## config.mk

```make
export PLATFORM = sky130hd
export DESIGN_NAME = busRecovery
export DESIGN_NICKNAME = d
export VERILOG_FILES = /design/src/rtl/recovery_pkg.sv /design/src/rtl/recoveryDatapath.sv /design/src/rtl/recoveryControl.sv /design/src/rtl/busRecovery.sv
export SDC_FILE = /design/constraint.sdc
export NUM_CORES = 1
export LEC_CHECK = 0
export ABC_AREA = 1
export BUFFER_PORTS_ARGS = -buffer_cell sky130_fd_sc_hd__buf_2
export CAP_MARGIN = 20
export CORE_MARGIN = 8
export CORE_UTILIZATION = 50
export DETAILED_ROUTE_END_ITERATION = 7
export HOLD_SLACK_MARGIN = 0.1
export PLACE_DENSITY = 0.65
export RECOVER_POWER = 50
export SLEW_MARGIN = 20
export SYNTH_ARGS = -nofsm -noshare
export SYNTH_HDL_FRONTEND = slang
export SYNTH_HIERARCHICAL = 1
export SYNTH_SLANG_ARGS = --single-unit
```

## constraint.sdc

```tcl
create_clock -name clk -period 11.45 [get_ports clk]
set_input_delay 2.29 -clock clk [delete_from_list [all_inputs] [get_ports clk]]
set_output_delay 2.29 -clock clk [all_outputs]
set_load 0.005 [all_outputs]
```

## src/rtl/recovery_pkg.sv

```systemverilog
package recovery_pkg;

  typedef enum logic [3:0] {
    ST_IDLE,
    ST_SETUP,
    ST_START1,
    ST_SCLDOWN,
    ST_SDAFREE,
    ST_CLKHI,
    ST_CLKLO,
    ST_RISE2,
    ST_START2,
    ST_STOP
  } recState_t;

  // strobes from control to datapath
  typedef struct packed {
    logic       seqBegin;
    logic       stepLoad;
    logic [1:0] stepQuarters;
    logic       pulseClear;
    logic       pulseInc;
    logic       sclLowNext;
    logic       sdaLowNext;
  } recStrobe_t;

  // quarter periods spent in each state
  function automatic logic [1:0] quartersOf(recState_t s);
    case (s)
      ST_CLKHI, ST_CLKLO, ST_RISE2, ST_START2: quartersOf = 2'd2;
      ST_IDLE:                                 quartersOf = 2'd0;
      default:                                 quartersOf = 2'd1;
    endcase
  endfunction

  // {scl pulled low, sda pulled low} for each state
  function automatic logic [1:0] levelsOf(recState_t s);
    case (s)
      ST_START1:  levelsOf = 2'b01;
      ST_SCLDOWN: levelsOf = 2'b11;
      ST_SDAFREE: levelsOf = 2'b10;
      ST_CLKLO:   levelsOf = 2'b10;
      ST_START2:  levelsOf = 2'b01;
      default:    levelsOf = 2'b00;
    endcase
  endfunction

  // successor once the current state's time has run out
  function automatic recState_t successorOf(recState_t s, logic lastPulse);
    case (s)
      ST_SETUP:   successorOf = ST_START1;
      ST_START1:  successorOf = ST_SCLDOWN;
      ST_SCLDOWN: successorOf = ST_SDAFREE;
      ST_SDAFREE: successorOf = ST_CLKHI;
      ST_CLKHI:   successorOf = ST_CLKLO;
      ST_CLKLO:   successorOf = lastPulse ? ST_RISE2 : ST_CLKHI;
      ST_RISE2:   successorOf = ST_START2;
      ST_START2:  successorOf = ST_STOP;
      default:    successorOf = ST_IDLE;
    endcase
  endfunction

endpackage

```

## src/rtl/recoveryDatapath.sv

```systemverilog
module recoveryDatapath
  import recovery_pkg::*;
#(
  parameter int DIV_W        = 8,
  parameter int DUMMY_PULSES = 9
) (
  input  logic             clk,
  input  logic             rstN,
  input  logic [DIV_W-1:0] divSetting,
  input  recStrobe_t       strb,
  output logic             stepDone,
  output logic             lastPulse,
  output logic             sclLow,
  output logic             sdaLow
);

  localparam int CNT_W   = DIV_W + 2;
  localparam int PULSE_W = $clog2(DUMMY_PULSES + 1);

  logic [DIV_W-1:0]   divQ;
  logic [DIV_W-1:0]   divIn;
  logic [DIV_W-1:0]   effDiv;
  logic [CNT_W-1:0]   stepCnt;
  logic [CNT_W-1:0]   stepLen;
  logic [PULSE_W-1:0] pulseCnt;

  // zero divider acts as one
  assign divIn  = (divSetting == '0) ? DIV_W'(1) : divSetting;
  assign effDiv = strb.seqBegin ? divIn : divQ;
  assign stepLen = CNT_W'(strb.stepQuarters) * CNT_W'(effDiv);

  always_ff @(posedge clk or negedge rstN) begin
    if (!rstN) divQ <= DIV_W'(1);
    else if (strb.seqBegin) divQ <= divIn;
  end

  always_ff @(posedge clk or negedge rstN) begin
    if (!rstN) stepCnt <= '0;
    else if (strb.stepLoad) stepCnt <= stepLen - CNT_W'(1);
    else if (stepCnt != '0) stepCnt <= stepCnt - CNT_W'(1);
  end

  assign stepDone = (stepCnt == '0);

  always_ff @(posedge clk or negedge rstN) begin
    if (!rstN) pulseCnt <= '0;
    else if (strb.pulseClear) pulseCnt <= '0;
    else if (strb.pulseInc) pulseCnt <= pulseCnt + PULSE_W'(1);
  end

  assign lastPulse = (pulseCnt == PULSE_W'(DUMMY_PULSES - 1));

  // registered pin drivers
  always_ff @(posedge clk or negedge rstN) begin
    if (!rstN) begin
      sclLow <= 1'b0;
      sdaLow <= 1'b0;
    end else begin
      sclLow <= strb.sclLowNext;
      sdaLow <= strb.sdaLowNext;
    end
  end

endmodule

```

## src/rtl/recoveryControl.sv

```systemverilog
module recoveryControl
  import recovery_pkg::*;
#(
  parameter bit AUTO_START = 1'b1
) (
  input  logic       clk,
  input  logic       rstN,
  input  logic       trigger,
  input  logic       stepDone,
  input  logic       lastPulse,
  output recStrobe_t strb,
  output logic       busy,
  output logic       done
);

  recState_t state;
  recState_t nextState;
  logic      autoPending;
  logic      launch;
  logic [1:0] nextLevels;

  assign launch = (state == ST_IDLE) && (trigger || autoPending);

  always_comb begin
    nextState = state;
    if (state == ST_IDLE) begin
      if (launch) nextState = ST_SETUP;
    end else if (stepDone) begin
      nextState = successorOf(state, lastPulse);
    end
  end

  assign nextLevels = levelsOf(nextState);

  always_comb begin
    strb              = '0;
    strb.seqBegin     = launch;
    strb.pulseClear   = launch;
    strb.pulseInc     = (state == ST_CLKLO) && stepDone;
    strb.stepLoad     = (nextState != state) && (nextState != ST_IDLE);
    strb.stepQuarters = quartersOf(nextState);
    strb.sclLowNext   = nextLevels[1];
    strb.sdaLowNext   = nextLevels[0];
  end

  always_ff @(posedge clk or negedge rstN) begin
    if (!rstN) state <= ST_IDLE;
    else state <= nextState;
  end

  always_ff @(posedge clk or negedge rstN) begin
    if (!rstN) autoPending <= AUTO_START;
    else if (launch) autoPending <= 1'b0;
  end

  always_ff @(posedge clk or negedge rstN) begin
    if (!rstN) done <= 1'b0;
    else done <= (state == ST_STOP) && stepDone;
  end

  assign busy = (state != ST_IDLE);

endmodule

```

## src/rtl/busRecovery.sv

```systemverilog
module busRecovery
  import recovery_pkg::*;
#(
  parameter int DIV_W        = 8,
  parameter int DUMMY_PULSES = 9,
  parameter bit AUTO_START   = 1'b1
) (
  input  logic             clk,
  input  logic             rstN,
  input  logic             trigger,
  input  logic [DIV_W-1:0] divSetting,
  output logic             sclHoldLow,
  output logic             sdaHoldLow,
  output logic             busy,
  output logic             done
);

  recStrobe_t strb;
  logic       stepDone;
  logic       lastPulse;

  recoveryControl #(.AUTO_START(AUTO_START)) uCtrl (
    .clk      (clk),
    .rstN     (rstN),
    .trigger  (trigger),
    .stepDone (stepDone),
    .lastPulse(lastPulse),
    .strb     (strb),
    .busy     (busy),
    .done     (done)
  );

  recoveryDatapath #(.DIV_W(DIV_W), .DUMMY_PULSES(DUMMY_PULSES)) uPath (
    .clk       (clk),
    .rstN      (rstN),
    .divSetting(divSetting),
    .strb      (strb),
    .stepDone  (stepDone),
    .lastPulse (lastPulse),
    .sclLow    (sclHoldLow),
    .sdaLow    (sdaHoldLow)
  );

endmodule

```

# Word level (Yosys, flattened, before mapping)

Cells that the tools add are included.

Logic and storage cells: 60
Bits in registers: 30
Input bits: 11

Eq/ne operators: 18
Mux-type cells: 13
$mul: 1
Reduce and logical (&&, ||, !) cells: 17
$add $sub $neg: 3

Operator list:

| operator              | count |
|---|---|
| $eq 4x3->1 const B    | 8 |
| $pmux 4 s8            | 1 |
| $mux 10               | 2 |
| $mux 4                | 5 |
| $sub 10x1->10 const B | 2 |
| $eq 4x2->1 const B    | 4 |
| $eq 4x4->1 const B    | 4 |
| $mux 8                | 2 |
| $logic_not 10->1      | 1 |
| $mul 2x8->10          | 1 |
| $reduce_bool 10->1    | 1 |
| $logic_not 4->1       | 2 |
| $logic_not 8->1       | 1 |
| $reduce_bool 4->1     | 2 |
| $pmux 2 s3            | 1 |
| $add 4x1->4 const B   | 1 |
| $eq 4x1->1 const B    | 1 |
| $logic_and 1x1->1     | 4 |
| $ne 4x4->1            | 1 |
| $pmux 2 s2            | 1 |
| $reduce_bool 2->1     | 2 |
| $reduce_or 2->1       | 2 |
| $reduce_or 4->1       | 1 |
| $mux 2                | 1 |
| $logic_or 1x1->1      | 1 |

# Depth between registers and ports, before layout

Gate-level depths: netlist (run 1).

Depth in word-level cells: 11
Depth in mapped cells: 29

# Modules after synthesis

Netlist (run 1), hierarchy kept.

By module, submodules not included:

| module           | instances | sequential area each (sq um) | cells each | area each (sq um) |
|---|---|---|---|---|
| recoveryDatapath | 1         | 601.8                        | 267        | 1,895.6 |
| recoveryControl  | 1         | 151.4                        | 87         | 569.3 |

# Worst setup path before layout (run 1)

No wires, ideal clock.

Path type: in2reg
Start point: input trigger
End point: register uPath.stepCnt[7]
Path slack: 6.806 ns
Cell stages on the path: 24
Data arrival time: 4.523 ns
Cells stage by stage: inv_1 > nand2_1 > nand3_2 > o21ai_2 > nor2_4 > nand2_1 > nand2_2 > nand2_1 > inv_1 > clkbuf_1 > nand2_1 > ha_1 > inv_1 > ha_1 > inv_1 > fa_1 > inv_1 > nand3_1 > nand2_1 > nand2_1 > nand2_1 > nand2_1 > nand3_1 > a21oi_1

RTL lines:

| element              | line                   | RTL |
|---|---|---|
| start, declared      | busRecovery.sv:10      | `input logic trigger,` |
| end signal, assigned | recoveryDatapath.sv:39 | `else if (strb.stepLoad) stepCnt <= stepLen - CNT_W'(1);` |
| end signal, assigned | recoveryDatapath.sv:40 | `else if (stepCnt != '0) stepCnt <= stepCnt - CNT_W'(1);` |
| end, declared        | recoveryDatapath.sv:23 | `logic [CNT_W-1:0] stepCnt;` |

==> results.py, run 1 <==
metrics = {
    "grt": {
        "antenna_found_initial": 0,
        "grt_max_degree": 31,
        "grt_pass1_wl_um": 8530,
        "grt.overflow.total": 0,
        "grt_pass1_vias": 1949,
        "grt.total_usage": 0.143,
    },
    "worst_setup_path": {
        "required_ns": 11.66,
        "crit_chain": "buf_2, inv_1, nand2_1, nand3_2, inv_1, inv_1, o21ai_0, nand2_1, ha_1, inv_1, ha_1, inv_1, fa_1, inv_1, nand3_1, nand2_1, nand2_1, nand3_1, nand3_1, a21oi_1",
        "worstPathArrival_ns": 4.95,
        "critical_path_buf_inv_count": 7,
        "setup.worst_path.start_class": "input pin",
        "cp_max_fo": 14,
        "path_delay_family": "adder cells",
        "slowest_delay_ns": 0.35,
        "crit_path_top_delay_cell": "fa_1",
        "critPathKind": "input pin to register",
        "end_kind": "register",
        "cp_common_cell": "inv_1",
    },
    "logic_synthesis": {
        "synth-seq-cells": 30,
        "synth-edff-count": 0,
        "syn_inst": 354,
        "synth-simple-area-share": 0.359,
        "netlist_area_um2": 2460,
        "yosys.area_share.adder": 0.0995,
        "synth-xor-area-share": 0.0107,
        "syn_avg_cell_area_um2": 6.96,
        "synth_cell_type_count": 36,
        "muxShareOfSynthArea": 0,
        "synth_top_area_frac": 0.284,
        "synthArstFlopShare": 1.00,
        "synth.most_common_cell": "nand2_1",
        "synth_seq_area_share": 0.306,
        "synth.largest_area_cell": "dfrtp_1",
        "synth_common_cells": "nand2_1 (89), inv_1 (65), dfrtp_1 (28), nor2_1 (26), nand3_1 (25)",
        "synth_top_family_by_area": "simple AND/OR/NAND/NOR gates",
        "yosys_warnings": 6,
        "synth_flop_cell": "dfrtp_1",
        "synth_compound_area_frac": 0.0914,
        "synthTopCellsByArea": "dfrtp_1 (28%), nand2_1 (14%), inv_1 (9.9%)",
        "syn_nets": 384,
    },
    "routing": {
        "drtAntennaViolNets": 0,
        "viasPerCell": 4.69,
        "vias": 2047,
        "drc_errors": 0,
        "drt-initial-drc-count": 106,
        "routed_wirelength_um": 4690,
        "first_pass_iters": 4,
        "detail_route.wl_per_cell_um": 10.8,
    },
    "power_and_ir_drop": {
        "internal_power_uw": 171,
        "power.switching_uw": 44.0,
        "p_per_area_nw_per_um2": 81.1,
        "power_frac_comb": 0.022,
        "finalPower_uw": 215,
        "max-vdd-ir-drop_mv": 0.0644,
        "cellLeakagePower_nw": 1.39,
        "switching_share": 0.204,
        "clockPowerShare": 0.486,
        "p_seq_frac": 0.492,
    },
    "job": {
        "maxCapViolCount": 1,
    },
    "placed_design": {
        "port_buffers": 14,
        "placed_cells": 428,
        "place.gp.congestion": 0.825,
        "hpwl_um": 3690,
    },
    "final_layout": {
        "drive_gt1_frac": 0.165,
        "area_growth_pct": 7.77,
        "fillCellCount": 477,
        "nNetsFinal": 398,
        "instances_no_fill": 436,
        "seq_area_um2": 753,
        "num_antenna_cells": 0,
        "multi_input_area_um2": 1360,
    },
    "clock_tree": {
        "numCtsBuffers": 5,
        "ctsHoldBuffers": 0,
        "cts.sinks": 30,
        "clk_pin_slew_worst_paths_ns": 0.07,
        "clock_latency_ns": 0.28,
        "cts_root_buf": "clkbuf_8",
        "cts_resized": 0,
        "cts_max_level": 2,
        "clockBufferDepth": 2,
        "cts_tree": "done",
        "cts_setup_buffers": 0,
    },
    "outcome": {
        "violations": "capacitance limit, slew limit",
        "status": "finished, violations left",
    },
    "worst_hold_path": {
        "hold_path.class": "register to register",
    },
    "die": {
        "ios": 15,
        "die_area_um2": 7430,
        "die_w_um": 86.2,
        "core_um2": 4750,
        "rows": 25,
        "die_h_um": 86.2,
        "initial_core_util": 0.518,
    },
    "sta": {
        "clock.fmax_ghz": 0.211,
        "slew_viol_final": 31,
        "fin_crit_sh": 0.414,
        "setup_viol": 0,
        "hold_viol": 0,
        "rsz0062_at_grt": "no",
        "fin_crit_ns": 4.74,
        "worst_slew_pin_slew_ns": 1.70,
        "relSlewSlack": -0.134,
        "fin_skew_ns": 0.00523,
        "tns_ns": 0,
    },
}
-- worst reg2reg max path: stages (launching register included) --
cell and delay [ns]:
dfrtp_1 0.39, inv_1 0.12, ha_1 0.23, inv_2 0.06
nor2_4 0.10, nand3_1 0.21, nor4_1 0.23, clkbuf_1 0.60
inv_1 0.19, a21oi_1 0.19, nand2_1 0.06, nor2_1 0.11
nand3_1 0.10, nand2_1 0.22, nand2_1 0.10, ha_1 0.29
inv_1 0.07, ha_1 0.16, inv_1 0.05, fa_1 0.35
inv_1 0.09, nand3_1 0.07, nand2_1 0.12, nand2_1 0.08
nand3_1 0.08, nand3_1 0.08, a21oi_1 0.15
-- power groups by stage --
stage	clock network, mW	logic [mW]	registers [mW]
after floorplan	0	0.000955	0.108
after global placement	0	0.00501	0.108
after detailed placement	0	0.00497	0.108
after CTS	0.109	0.00500	0.106
after global routing	0.114	0.00577	0.106
final	0.105	0.00476	0.106
-- through the flow --
stage	cell area [um2]	utilization	hold slack, ns	worst slack, ns
finish	2660	0.559	0.462	6.71
global route	2660	0.559	0.491	6.33
CTS	2680	0.564	0.462	6.71
detailed placement	2570	0.541	0.451	6.40
global placement	2570	0.541	0.456	6.53
floorplan	2460	-	0.436	6.81
-- final cells by class --
class                           instances  share of cell area
Multi-Input combinational cell        242               0.512
Sequential cell                        30               0.284
Inverter                               74               0.105
Tap cell                               67              0.0316
Timing Repair Buffer                   15              0.0273
Clock buffer                            5              0.0259
Clock inverter                          3              0.0151
-- flip-flops by register name (all words and copies together) (netlist names) --
name / cells
uPath/divQ: 8
uPath/sdaLow: 1
uCtrl/autoPending: 1
uPath/sclLow: 1
uCtrl/state: 4
uCtrl/done: 1
uPath/stepCnt: 10
uPath/pulseCnt: 4
-- layout by cell type, fill, tap and decap left out, drive strengths merged --
cell type,synthesis,final
clkbuf,2,7
a22oi,1,1
a21oi,16,16
nor2,39,39
buf,6,13
nand3b,2,2
bufinv,0,1
dfstp,2,2
or2,2,2
xor2,3,3
inv,72,72
nand3,30,30
o22ai,2,2
ha,18,18
a31oi,1,1
clkinv,2,4
fa,1,1
o21ai,20,20
dfrtp,28,28
nor4,3,3
nand4,3,3
nand2,100,100
o21bai,1,1
-- metal layers --
layer | routed length [um] | share of wire | vias to the layer above | global-route usage
li1 | - | - | 1130 | -
met2 | 2010 | 0.43 | 27 | 0.221
met4 | 61 | 0.013 | 0 | 0.0485
met5 | 0 | 0 | - | 0
met1 | 2460 | 0.52 | 884 | 0.187
met3 | 165 | 0.035 | 6 | 0.0378
-- cells by family (layout without fill, tap and decap cells) --
family | count (synthesis) | after routing
xor+xnor | 3 | 3
simple gates | 179 | 179
compound gates | 41 | 41
buf+inv | 82 | 97
flops | 30 | 30
fa+ha+maj | 19 | 19
-- final timing paths --
| check | startpoint | endpoint | slack [ns] | cells after the start |
|---|---|---|---|---|
| setup / recovery | trigger | uPath/stepCnt[7] | 6.71 | 20 |
| hold / removal | uCtrl/autoPending | uCtrl/autoPending | 0.46 | 2 |
| setup reg to reg | uPath/stepCnt[0] | uPath/stepCnt[7] | 6.87 | 26 |
| hold reg to reg | uCtrl/autoPending | uCtrl/autoPending | 0.46 | 2 |
| max in group asynchronous | rstN | uPath/sdaLow | 8.02 | 1 |
| min in group asynchronous | rstN | uCtrl/done | 2.44 | 1 |
Power figures use the tool's default switching activity.
==> run 2: changes to the inputs <==
Settings changed: PLACE_DENSITY 0.65 to 0.67.
Clock period 11.45 ns to 4.2 ns, I/O delays scaled along.
==> run 2 against run 1 <==
  * The flow still finishes with violations (capacitance limit, slew limit)
  * Critical endpoint unchanged
  * Highest routed layer unchanged
  * Final cell count up 1.1%
  * Sequential power rose to 2.7 times the previous value
  * Power rose to 2.5 times the previous value
  * Critical path depth up 8
  * First-iteration DRC count down 18%
  * Largest power group unchanged
  * Global-route usage up 0.12 points
  * Flip-flop and latch count unchanged
  * Largest cell class unchanged
==> results.py, run 2 (same netlist as run 1, synthesis figures left out) <==
metrics = {
    "grt": {
        "grt_pass1_wl_um": 8790,
        "grt_pass1_vias": 2040,
        "grt.total_usage": 0.144,
        "grt_max_degree": 31,
        "grt.overflow.total": 0,
        "antenna_found_initial": 0,
    },
    "sta": {
        "slew_viol_final": 31,
        "fin_skew_ns": 0.00470,
        "relSlewSlack": -0.0302,
        "tns_ns": 0,
        "fin_crit_sh": 0.883,
        "hold_viol": 0,
        "worst_slew_pin_slew_ns": 1.55,
        "fin_crit_ns": 3.71,
        "setup_viol": 0,
        "clock.fmax_ghz": 0.270,
        "rsz0062_at_grt": "no",
    },
    "final_layout": {
        "multi_input_area_um2": 1380,
        "final_common_cell": "nand2_1",
        "top_register": "uPath/stepCnt",
        "drive_gt1_frac": 0.187,
        "area_growth_pct": 9.80,
        "nNetsFinal": 403,
        "final_cell_mix": "nand2_1 (88), inv_1 (66), dfrtp_1 (28)",
        "top_regs": "uPath/stepCnt: 10 flops, uPath/divQ: 8 flops",
        "design_area_um2": 2710,
        "largest_reg_flops": 10,
        "seq_area_um2": 753,
        "fillCellCount": 499,
        "num_antenna_cells": 0,
    },
    "outcome": {
        "violations": "capacitance limit, slew limit",
        "status": "finished, violations left",
    },
    "die": {
        "ios": 15,
        "die_area_um2": 7430,
        "rows": 25,
        "die_w_um": 86.2,
        "die_h_um": 86.2,
        "core_um2": 4750,
        "initial_core_util": 0.518,
    },
    "routing": {
        "drc_errors": 0,
        "viasPerCell": 4.76,
        "drt-initial-drc-count": 87,
        "vias": 2101,
        "drtAntennaViolNets": 0,
        "first_pass_iters": 4,
        "detail_route.wl_per_cell_um": 10.8,
        "routed_wirelength_um": 4780,
    },
    "placed_design": {
        "hpwl_um": 3740,
        "port_buffers": 14,
        "place.gp.congestion": 0.964,
        "placedInstanceArea_um2": 2590,
    },
    "clock_tree": {
        "clk_pin_slew_worst_paths_ns": 0.07,
        "clockBufferDepth": 2,
        "cts_max_level": 2,
        "numCtsBuffers": 5,
        "cts_tree": "done",
        "cts_root_buf": "clkbuf_8",
        "clock_latency_ns": 0.28,
        "cts.sinks": 30,
    },
    "power_and_ir_drop": {
        "cellLeakagePower_nw": 1.40,
        "p_per_area_nw_per_um2": 200,
        "max-vdd-ir-drop_mv": 0.188,
    },
    "worst_setup_path": {
        "crit_path_top_delay_cell": "dfrtp_1",
        "slowest_delay_ns": 0.39,
        "required_ns": 4.37,
        "end_kind": "register",
        "cp_max_fo": 11,
        "setup.worst_path.start_class": "register",
        "worstPathArrival_ns": 3.88,
        "critPathKind": "register to register",
    },
    "job": {
        "maxCapViolCount": 1,
    },
    "worst_hold_path": {
        "hold_path.class": "register to register",
    },
}
-- run 2: through the flow --
stage               power [mW]  setup WS (ns)  cells  hold slack, ns  utilization
CTS                      0.551          0.366    438           0.457        0.564
detailed placement       0.308          0.390    430           0.447        0.544
floorplan                0.297          0.531    354           0.436            -
global placement         0.307          0.501    430           0.446        0.544
global route             0.569         0.0328    441           0.485        0.569
finish                   0.543          0.492    441           0.454        0.569
-- run 2: where the power goes --
group	internal (mW)	leakage [nW]	total (mW)	switching, mW
sequential	0.289	0.360	0.289	0
clock	0.131	0.0472	0.241	0.110
combinational	0.00397	0.998	0.0123	0.00829
total	0.424	1.40	0.543	0.118
-- run 2: final timing paths --
path                                     endpoint  cells after the start              start  slack, ns
worst max-delay path             uPath/stepCnt[7]                     28   uPath/stepCnt[0]       0.49
worst min-delay path            uCtrl/autoPending                      2  uCtrl/autoPending       0.45
worst max register to register   uPath/stepCnt[7]                     28   uPath/stepCnt[0]       0.49
worst min register to register  uCtrl/autoPending                      2  uCtrl/autoPending       0.45
max in group asynchronous        uPath/stepCnt[5]                      1               rstN       2.37
min in group asynchronous       uPath/pulseCnt[1]                      1               rstN       0.93
-- run 2: area by class of cell --
type                       count  area share
inverter                      74       0.103
sequential                    30       0.278
multi-input combinational    242       0.511
clock buffer                   6      0.0305
tap                           67      0.0310
timing repair buffer          20      0.0416
clock inverter                 2     0.00462
-- run 2: metal layers --
metal / global-route usage / vias to the layer above / part of all wire
met3: 0.0369 / 8 / 0.040
met4: 0.0501 / 0 / 0.016
met5: 0 / - / 0
li1: - / 1136 / -
met1: 0.182 / 921 / 0.49
met2: 0.232 / 36 / 0.45
-- run 2: critical path, delay by kind of cell (launching register included) --
kind,cells,cell delay [ns]
AO/OA/AOI/OAI,1,0.06
adder cells (fa/ha/maj),4,1.02
buffers and inverters,9,0.97
flip-flops,1,0.39
AND/OR/NAND/NOR,14,1.17
-- run 2: what timing repair did --
item,4_1_cts,5_1_grt
hold buffers,0,0
buffers inserted,0,3
resized for setup,0,1
endpoints found under the setup margin,0,3
==> run 3: changes to the inputs <==
Settings changed: ABC_AREA 1 to unset, PLACE_DENSITY 0.67 to 0.68.
==> run 3 against run 2 <==
  * The flow still finishes with violations (capacitance limit, slew limit)
  * Synthesized area shrank 12%
  * Global-route usage fell by 0.37 points
  * Clock-buffer cell count unchanged
  * Clock power barely moved
  * Utilization grew 5.4 points
  * Largest cell class unchanged
  * Largest power group is now combinational cells
==> results.py, run 3 <==
metrics = {
    "final_layout": {
        "area_growth_pct": 22.5,
        "drive_gt1_frac": 0.302,
        "num_antenna_cells": 0,
        "top_regs": "uPath/stepCnt: 10 flops, uPath/divQ: 8 flops",
        "seq_area_um2": 753,
        "fillCellCount": 362,
        "final_cell_mix": "dfrtp_1 (28), nand2_1 (26), inv_1 (24)",
        "multi_input_area_um2": 1400,
        "top_register": "uPath/stepCnt",
        "nNetsFinal": 304,
        "final_common_cell": "dfrtp_1",
        "design_area_um2": 2660,
        "largest_reg_flops": 10,
    },
    "die": {
        "core_um2": 4260,
        "ios": 15,
        "rows": 24,
        "die_w_um": 81.9,
        "initial_core_util": 0.509,
        "die_h_um": 81.9,
        "die_area_um2": 6700,
    },
    "worst_setup_path": {
        "required_ns": 4.36,
        "end_kind": "register",
        "worstSetupStartpoint": "uPath/stepCnt[1]",
        "setup.worst_path.start_class": "register",
        "timing.rr.start": "uPath/stepCnt[1]",
        "slowest_delay_ns": 0.49,
        "reg2regPathDepth": 20,
        "cp_common_cell": "inv_2",
        "worstPathArrival_ns": 4.26,
        "critPathKind": "register to register",
        "r2r-end": "uPath/stepCnt[9]",
        "crit_path_end": "uPath/stepCnt[9]",
        "crit_path_top_delay_cell": "or4b_4",
        "crit_chain": "inv_2, ha_4, or4b_4, nor3_4, inv_2, nor4b_4, a211o_1, nand2b_4, mux2_4, nand2_1, ha_4, inv_2, ha_4, inv_2, fa_2, nor2b_4, o31ai_4, a22oi_2, xnor2_1, a21oi_1",
        "rrSetupSlack_ns": 0.1,
        "cp_max_fo": 8,
    },
    "clock_tree": {
        "numCtsBuffers": 5,
        "cts_max_level": 2,
        "clk_pin_slew_worst_paths_ns": 0.06,
        "cts_tree": "done",
        "clock_latency_ns": 0.29,
        "cts_root_buf": "clkbuf_8",
        "clockBufferDepth": 2,
        "ctsHoldBuffers": 0,
        "cts.sinks": 30,
    },
    "power_and_ir_drop": {
        "p_seq_frac": 0.236,
        "cellLeakagePower_nw": 1.20,
        "clockPowerShare": 0.123,
        "power.switching_uw": 839,
        "switching_share": 0.424,
        "max-vdd-ir-drop_mv": 0.736,
        "internal_power_mw": 1.14,
        "p_per_area_nw_per_um2": 744,
        "power_frac_comb": 0.640,
        "finalPower_mw": 1.98,
    },
    "logic_synthesis": {
        "synthArstFlopShare": 1.00,
        "syn_nets": 273,
        "synth-seq-cells": 30,
        "syn_avg_cell_area_um2": 8.93,
        "netlist_area_um2": 2170,
        "synthTopCellsByArea": "dfrtp_1 (32%), ha_1 (10%), inv_1 (5.0%)",
        "synth-edff-count": 0,
        "synth.most_common_cell": "inv_1",
        "synth_common_cells": "inv_1 (29), dfrtp_1 (28), nand2_1 (27), nor2_1 (21), ha_1 (18)",
        "yosys_warnings": 6,
        "synth_top_area_frac": 0.323,
        "syn_inst": 243,
        "synth_seq_area_share": 0.347,
        "synth_cell_type_count": 52,
        "synth.largest_area_cell": "dfrtp_1",
        "synth_flop_cell": "dfrtp_1",
    },
    "routing": {
        "first_pass_iters": 4,
        "routed_wirelength_um": 4680,
        "drc_errors": 0,
        "detail_route.wl_per_cell_um": 14.3,
        "vias": 1786,
        "drtAntennaViolNets": 0,
        "drt-initial-drc-count": 83,
        "viasPerCell": 5.46,
    },
    "sta": {
        "fin_crit_ns": 4.10,
        "fin_skew_ns": 0.00804,
        "fin_crit_sh": 0.977,
        "hold_viol": 0,
        "slew_viol_final": 31,
        "clock.fmax_ghz": 0.244,
        "relSlewSlack": -0.0754,
        "worst_slew_pin_slew_ns": 1.61,
        "timing.final.ws_setup_ns": 0.0981,
        "setup_viol": 0,
        "tns_ns": 0,
        "rsz0062_at_grt": "yes",
    },
    "outcome": {
        "status": "finished, violations left",
        "violations": "capacitance limit, slew limit",
    },
    "placed_design": {
        "place.gp.congestion": 0.799,
        "dp_slack_ns": 0.00314,
        "placedInstanceArea_um2": 2310,
        "port_buffers": 14,
        "hpwl_um": 3240,
    },
    "grt": {
        "grt.total_usage": 0.140,
        "grt_pass1_vias": 1662,
        "grt.overflow.total": 0,
        "grt_pass1_wl_um": 7280,
        "grt_max_degree": 31,
        "antenna_found_initial": 0,
    },
    "job": {
        "maxCapViolCount": 1,
    },
    "worst_hold_path": {
        "hold_path.class": "register to register",
    },
}
## run 3: power groups by stage
stage	clock, mW	combinational (mW)	sequential [mW]
floorplan	0	0.733	0.450
global placement	0	0.935	0.466
detailed placement	0	0.946	0.469
CTS	0.252	0.966	0.463
global route	0.264	1.40	0.477
finish	0.244	1.27	0.467
## run 3: final cells by class
cell class                      instances  area share
Timing Repair Buffer                   35      0.0880
Multi-Input combinational cell        173       0.528
Sequential cell                        30       0.283
Tap cell                               52      0.0245
Clock buffer                            6      0.0311
Clock inverter                          2     0.00471
Inverter                               29      0.0409
## run 3: per-layer routing
layer	global-route usage	vias to the layer above	part of all wire
met1	0.169	858	0.46
met5	0	-	0
li1	-	895	-
met3	0.0263	7	0.030
met4	0.0772	0	0.018
met2	0.231	26	0.49
## run 3: how the worst min path moves through the flow
| stage | start | endpoint | slack [ns] | depth (start not counted) |
|---|---|---|---|---|
| after floorplan | uCtrl/autoPending | uCtrl/autoPending | 0.47 | 1 |
| after global placement | uCtrl/autoPending | uCtrl/autoPending | 0.47 | 1 |
| after detailed placement | uCtrl/autoPending | uCtrl/autoPending | 0.48 | 1 |
| after CTS | uCtrl/autoPending | uCtrl/autoPending | 0.49 | 1 |
| after global routing | uCtrl/autoPending | uCtrl/autoPending | 0.51 | 1 |
| final | uCtrl/autoPending | uCtrl/autoPending | 0.49 | 1 |
## run 3: through the flow
step                      utilization  hold slack, ns  cells
final                           0.624           0.489    327
after global routing            0.624           0.510    327
after CTS                       0.566           0.493    315
after detailed placement        0.543           0.481    307
after global placement          0.543           0.474    307
after floorplan                     -           0.466    243
## run 3: cell families after synthesis
family	Yosys count	synth area share
AOI/OAI and AO/OA	44	0.131
xor gates and xnor gates	11	0.0444
adders and majority gates	19	0.113
buffers and inverters	40	0.0807
DFF	30	0.347
muxes	16	0.0807
and+or+nand+nor	83	0.202
## run 3: repair_timing
| action | in CTS | in global routing |
|---|---|---|
| cloned | 0 | 0 |
| buffers inserted | 0 | 12 |
| setup endpoints to repair | 2 | 6 |
| resized for setup | 1 | 29 |
| pin swaps | 0 | 17 |
## run 3: worst max-delay path, delay by kind of cell, from the launching register on
family	cells	cell delay, ns
adders and majority gates	4	0.92
and+or+nand+nor	6	1.43
xor gates and xnor gates	1	0.13
DFF	1	0.38
muxes	1	0.35
buffers and inverters	4	0.29
AOI/OAI and AO/OA	4	0.47
